$ cat src/rtl/sidx_pkg.sv
package sidx_pkg;
  localparam int unsigned DEF_DIV   = 8;
  localparam int unsigned DEF_SR_W  = 7;
  localparam int unsigned DEF_PAT_W = 6;

  function automatic int unsigned cnt_width(input int unsigned n);
    return (n > 1) ? $clog2(n) : 1;
  endfunction
endpackage

$ cat src/rtl/sidx_ref_div.sv
module sidx_ref_div #(
  parameter int unsigned DIV = sidx_pkg::DEF_DIV
) (
  input  logic clk_i,
  input  logic rst_ni,
  output logic stb_o
);
  localparam int unsigned CW = sidx_pkg::cnt_width(DIV);
  localparam logic [CW-1:0] LAST = CW'(DIV - 1);

  logic [CW-1:0] cnt_q;

  always_ff @(posedge clk_i) begin
    if (!rst_ni)            cnt_q <= '0;
    else if (cnt_q == LAST) cnt_q <= '0;
    else                    cnt_q <= cnt_q + 1'b1;
  end

  assign stb_o = (cnt_q == LAST);

  // counter never leaves its range
  a_r2_cnt_range: assert property (@(posedge clk_i) disable iff (!rst_ni)
    cnt_q <= LAST);

  generate
    if (DIV > 1) begin : g_gap
      // strobe is a single-cycle pulse
      a_r2_stb_single: assert property (@(posedge clk_i) disable iff (!rst_ni)
        stb_o |=> !stb_o);
    end
  endgenerate
endmodule

$ cat src/rtl/sidx_capture.sv
module sidx_capture #(
  parameter int unsigned SR_W = sidx_pkg::DEF_SR_W
) (
  input  logic            clk_i,
  input  logic            rst_ni,
  input  logic            peak_i,
  input  logic            stb_i,
  output logic [SR_W-1:0] sr_o
);
  logic            cap_q;
  logic            bit_in;
  logic [SR_W-1:0] sr_q;

  assign bit_in = cap_q | peak_i;

  always_ff @(posedge clk_i) begin
    if (!rst_ni)     cap_q <= 1'b0;
    else if (stb_i)  cap_q <= 1'b0;
    else if (peak_i) cap_q <= 1'b1;
  end

  always_ff @(posedge clk_i) begin
    if (!rst_ni)    sr_q <= '0;
    else if (stb_i) sr_q <= {sr_q[SR_W-2:0], bit_in};
  end

  assign sr_o = sr_q;

  // latch empty at the start of every period
  a_r4_cap_clear: assert property (@(posedge clk_i) disable iff (!rst_ni)
    stb_i |=> !cap_q);
  // a peak outside the strobe cycle is held
  a_r3_cap_set: assert property (@(posedge clk_i) disable iff (!rst_ni)
    (peak_i && !stb_i) |=> cap_q);
  // register moves only on a boundary
  a_r8_sr_hold: assert property (@(posedge clk_i) disable iff (!rst_ni)
    !stb_i |=> $stable(sr_q));
endmodule

$ cat src/rtl/sidx_match_pulse.sv
module sidx_match_pulse #(
  parameter int unsigned         SR_W      = sidx_pkg::DEF_SR_W,
  parameter int unsigned         PAT_W     = sidx_pkg::DEF_PAT_W,
  parameter logic [PAT_W-1:0]    PATTERN   = 6'b110101,
  parameter bit                  GUARD_EN  = 1'b1,
  parameter bit                  GUARD_BIT = 1'b0
) (
  input  logic            clk_i,
  input  logic            rst_ni,
  input  logic            stb_i,
  input  logic [SR_W-1:0] sr_i,
  output logic            index_o
);
  logic hit;
  logic index_q;

  generate
    if (GUARD_EN) begin : g_guard
      assign hit = (sr_i[PAT_W-1:0] == PATTERN) && (sr_i[PAT_W] == GUARD_BIT);
    end else begin : g_plain
      assign hit = (sr_i[PAT_W-1:0] == PATTERN);
    end
  endgenerate

  always_ff @(posedge clk_i) begin
    if (!rst_ni)    index_q <= 1'b0;
    else if (stb_i) index_q <= hit;
  end

  assign index_o = index_q;

  // pulse edges only at boundaries
  a_r8_idx_hold: assert property (@(posedge clk_i) disable iff (!rst_ni)
    !stb_i |=> $stable(index_q));
  // a rise follows a strobe cycle
  a_r6_rise_boundary: assert property (@(posedge clk_i) disable iff (!rst_ni)
    $rose(index_q) |-> $past(stb_i));
endmodule

$ cat src/rtl/sidx_index_detector.sv
module sidx_index_detector #(
  parameter int unsigned      DIV       = sidx_pkg::DEF_DIV,
  parameter int unsigned      SR_W      = sidx_pkg::DEF_SR_W,
  parameter int unsigned      PAT_W     = sidx_pkg::DEF_PAT_W,
  parameter logic [PAT_W-1:0] PATTERN   = 6'b110101,
  parameter bit               GUARD_EN  = 1'b1,
  parameter bit               GUARD_BIT = 1'b0
) (
  input  logic clk_i,
  input  logic rst_ni,
  input  logic peak_i,
  output logic ref_stb_o,
  output logic index_o
);
  logic            stb;
  logic [SR_W-1:0] sr;

  sidx_ref_div #(.DIV(DIV)) u_div (
    .clk_i (clk_i),
    .rst_ni(rst_ni),
    .stb_o (stb)
  );

  sidx_capture #(.SR_W(SR_W)) u_cap (
    .clk_i (clk_i),
    .rst_ni(rst_ni),
    .peak_i(peak_i),
    .stb_i (stb),
    .sr_o  (sr)
  );

  sidx_match_pulse #(
    .SR_W(SR_W), .PAT_W(PAT_W), .PATTERN(PATTERN),
    .GUARD_EN(GUARD_EN), .GUARD_BIT(GUARD_BIT)
  ) u_match (
    .clk_i  (clk_i),
    .rst_ni (rst_ni),
    .stb_i  (stb),
    .sr_i   (sr),
    .index_o(index_o)
  );

  assign ref_stb_o = stb;
endmodule

$ cat config.mk
export PLATFORM = sky130hd
export DESIGN_NAME = sidx_index_detector
export DESIGN_NICKNAME = d
export VERILOG_FILES = /design/src/rtl/sidx_pkg.sv /design/src/rtl/sidx_ref_div.sv /design/src/rtl/sidx_capture.sv /design/src/rtl/sidx_match_pulse.sv /design/src/rtl/sidx_index_detector.sv
export SDC_FILE = /design/constraint.sdc
export NUM_CORES = 1
export LEC_CHECK = 0
export ABC_AREA = 1
export BUFFER_PORTS_ARGS = -buffer_cell sky130_fd_sc_hd__buf_2
export CORE_AREA = 2 2 39 41
export DETAILED_ROUTE_END_ITERATION = 12
export DIE_AREA = 0 0 41 43
export HOLD_SLACK_MARGIN = 0.12
export RECOVER_POWER = 100
export SKIP_CTS_REPAIR_TIMING = 1
export SYNTH_ARGS = -nofsm -noshare
export SYNTH_HDL_FRONTEND = slang
export SYNTH_HIERARCHICAL = 1
export SYNTH_SLANG_ARGS = --single-unit
$ cat constraint.sdc
create_clock -name clk_i -period 1.39 [get_ports clk_i]
set_input_delay 0.417 -clock clk_i [delete_from_list [all_inputs] [get_ports clk_i]]
set_output_delay 0.417 -clock clk_i [all_outputs]
set_load 0.005 [all_outputs]
==> key figures <==
Worst setup path
  • Top cell by count, worst path: ha_4
  • Crit-path max FO: 2
  • CP Capture Type: output pin
  • CP Data Arrival Time: 1010 ps
  • Crit start category: flip-flop
  • CP peak stage delay: 340 ps
  • CP Class: reg2out
  • CP required: 970 ps
  • Crit-path cells: ha_4, ha_4, buf_6
  • Critical path's slowest cell: dfxtp_2

Placement
  • Detail Placement HPWL: 514.6 µm
  • PortBufs: 4
  • Dpl ws: 181.3 ps
  • DP Area: 514.2 µm²
  • GPL Wtd Cong: 0.6870

Floorplanning
  • IO Count: 5
  • Initial Util: 34.54%
  • Core box area: 1384 µm²
  • Die X: 41 µm
  • Vert. Die Dim: 43 µm
  • Die area: 1763 µm²
  • Row cnt: 14

Cells and area
  • Diode count: 0
  • Final Util: 42.22%
  • Area grow syn2layout: 22.25%
  • Ratio of cells with drive above 1 in the final layout: 26.76%
  • Final instance area: 584.3 µm²
  • NumNets Final: 77

Power and ir drop
  • Max VDD drop: 0.7226 mV
  • Leakage power: 0.2753 nW
  • Total power: 0.6623 mW
  • PwrDens: 1133 nW/µm²

Timing
  • Max Freq: 699.4 MHz
  • Slew HR: 86.30%
  • Min cycle time layout: 1430 ps
  • RSZ-0062 raised after global routing: yes
  • Fin. max-slew vios: 0
  • Slew @ Worst Pin: 205.5 ps
  • Setup violators final: 1
  • Hold Vio Cnt, Final: 0
  • Setup ws final: -39.83 ps
  • Worst clock skew: 0.4396 ps
  • Part of the cycle the worst path needs: 102.9%

Yosys
  • Post-synth net total: 68
  • Seq/Total Area, Yosys: 50.26%
  • #FFs+latches synth: 12
  • Yosys warns: 6
  • Yosys cell types: 12
  • Synthesized area: 478.0 µm²
  • Synth Instances: 63
  • Syn Area/Cell: 7.587 µm²

Clocking
  • Skew-Pair Late Insertion Delay: 260 ps
  • H-tree Lvls: 1
  • Root Driver: clkbuf_4
  • CTS tree: built
  • Clk sinks: 12
  • Clock-pin slew on the worst setup and hold paths: 70 ps
  • CTS Buffer Depth: 2
  • Num CTS Buffers: 3

GRT
  • Largest net degree at the start of global routing: 12
  • GRT Overall Usage: 11.32%
  • Initial antenna violation count: 0
  • Gr ovfl total: 0
  • Number of global-route vias before repair: 337
  • Global-route wire length before repair: 1338 µm

Drt
  • Via count: 363
  • Average wire per standard cell: 8.333 µm
  • ANT nets after route: 0
  • Avg Vias per Cell: 4.172
  • Drt pass-1 iters: 3
  • DR iter-0 viols: 2
  • DR DRC count: 0
  • Routed WL: 725 µm

Hold path
  • Hold crit path type: in2reg

Flow run
  • Max-Cap Viols: 0

Run status
  • Status: complete, but fails checks
  • Failing checks: negative setup slack
## sequential cells by signal (all words and copies together) (netlist names)
name             flops
u_match/index_o      1
u_cap/sr_o           7
u_cap/cap_q          1
u_div/cnt_q          3
## cell families (layout without fill, tap and decap cells)
kind of cell / Yosys count / in the layout / share of synthesized area (%)
and+or+nand+nor: 34 / 34 / 29.58
DFF: 12 / 12 / 50.26
buffers and inverters: 12 / 20 / 10.99
AOI/OAI and AO/OA: 3 / 3 / 3.925
adders and majority gates: 2 / 2 / 5.235
## area by class of cell
class / instances / area, µm²
Inverter: 11 / 41.29
Tap cell: 16 / 20.02
Fill cell: 148 / 799.5
Clock buffer: 4 / 36.28
Multi-Input combinational cell: 39 / 210.2
Sequential cell: 12 / 242.7
Timing Repair Buffer: 5 / 33.78
## worst max-delay path, delay by kind of cell, from the launching register on
family / cells / cell delay (ps)
adder cells (fa/ha/maj): 2 / 310
buffers and inverters: 1 / 110
flip-flops: 1 / 340
## path summary, 6_finish.rpt
path,start,end,slack [ps],cells past startpoint
setup / recovery,u_div/cnt_q[0],ref_stb_o,-40,3
hold / removal,peak_i,u_cap/cap_q,410,3
setup reg to reg,u_div/cnt_q[0],u_cap/cap_q,250,6
hold reg to reg,u_div/cnt_q[0],u_div/cnt_q[0],430,1
## per-stage QoR
step,cells,hold slack [ps],setup TNS [ps]
after global placement,83,405.1,0
after detailed placement,83,413.7,0
after CTS,87,402.7,-116.6
final,87,405.0,-39.83
after global routing,87,431.0,-76.21
after floorplan,63,397.0,0
## routing by layer
layer,wire [µm],vias to the layer above,GRT usage (%)
met5,0,-,0
met4,12,0,8.000
met2,343,1,14.69
met1,356,155,15.46
met3,12,2,3.141
li1,-,205,-
## placed cells by master, fill, tap and decap left out
cell type	Yosys	routed
a21oi_1	1	1
a21oi_2	1	1
buf_2	0	3
buf_4	0	1
buf_6	1	1
clkbuf_4	0	3
clkbuf_8	0	1
dfxtp_1	12	10
dfxtp_2	0	2
ha_4	0	2
inv_1	8	8
inv_2	3	3
nand2_1	20	20
nand2_2	2	2
nand3_1	7	7
nor2_1	5	5
o21ai_1	1	1
## cells in the mapped netlist
cell | count | area [µm²]
inv_2 | 3 | 11.26
ha_1 | 2 | 25.02
nand2_1 | 20 | 75.07
a21oi_1 | 1 | 5.000
inv_1 | 8 | 30.03
a21oi_2 | 1 | 8.760
nand2_2 | 2 | 12.51
dfxtp_1 | 12 | 240.2
o21ai_1 | 1 | 5.000
buf_6 | 1 | 11.26
nand3_1 | 7 | 35.03
nor2_1 | 5 | 18.77
## report_power, final
| group | total [mW] | internal [mW] | switching [mW] |
|---|---|---|---|
| Clock | 0.268 | 0.159 | 0.109 |
| Combinational | 0.0326 | 0.0149 | 0.0176 |
| Sequential | 0.362 | 0.355 | 0.00722 |
| Total | 0.662 | 0.528 | 0.134 |
No activity file was read; power rests on OpenSTA's default activity.
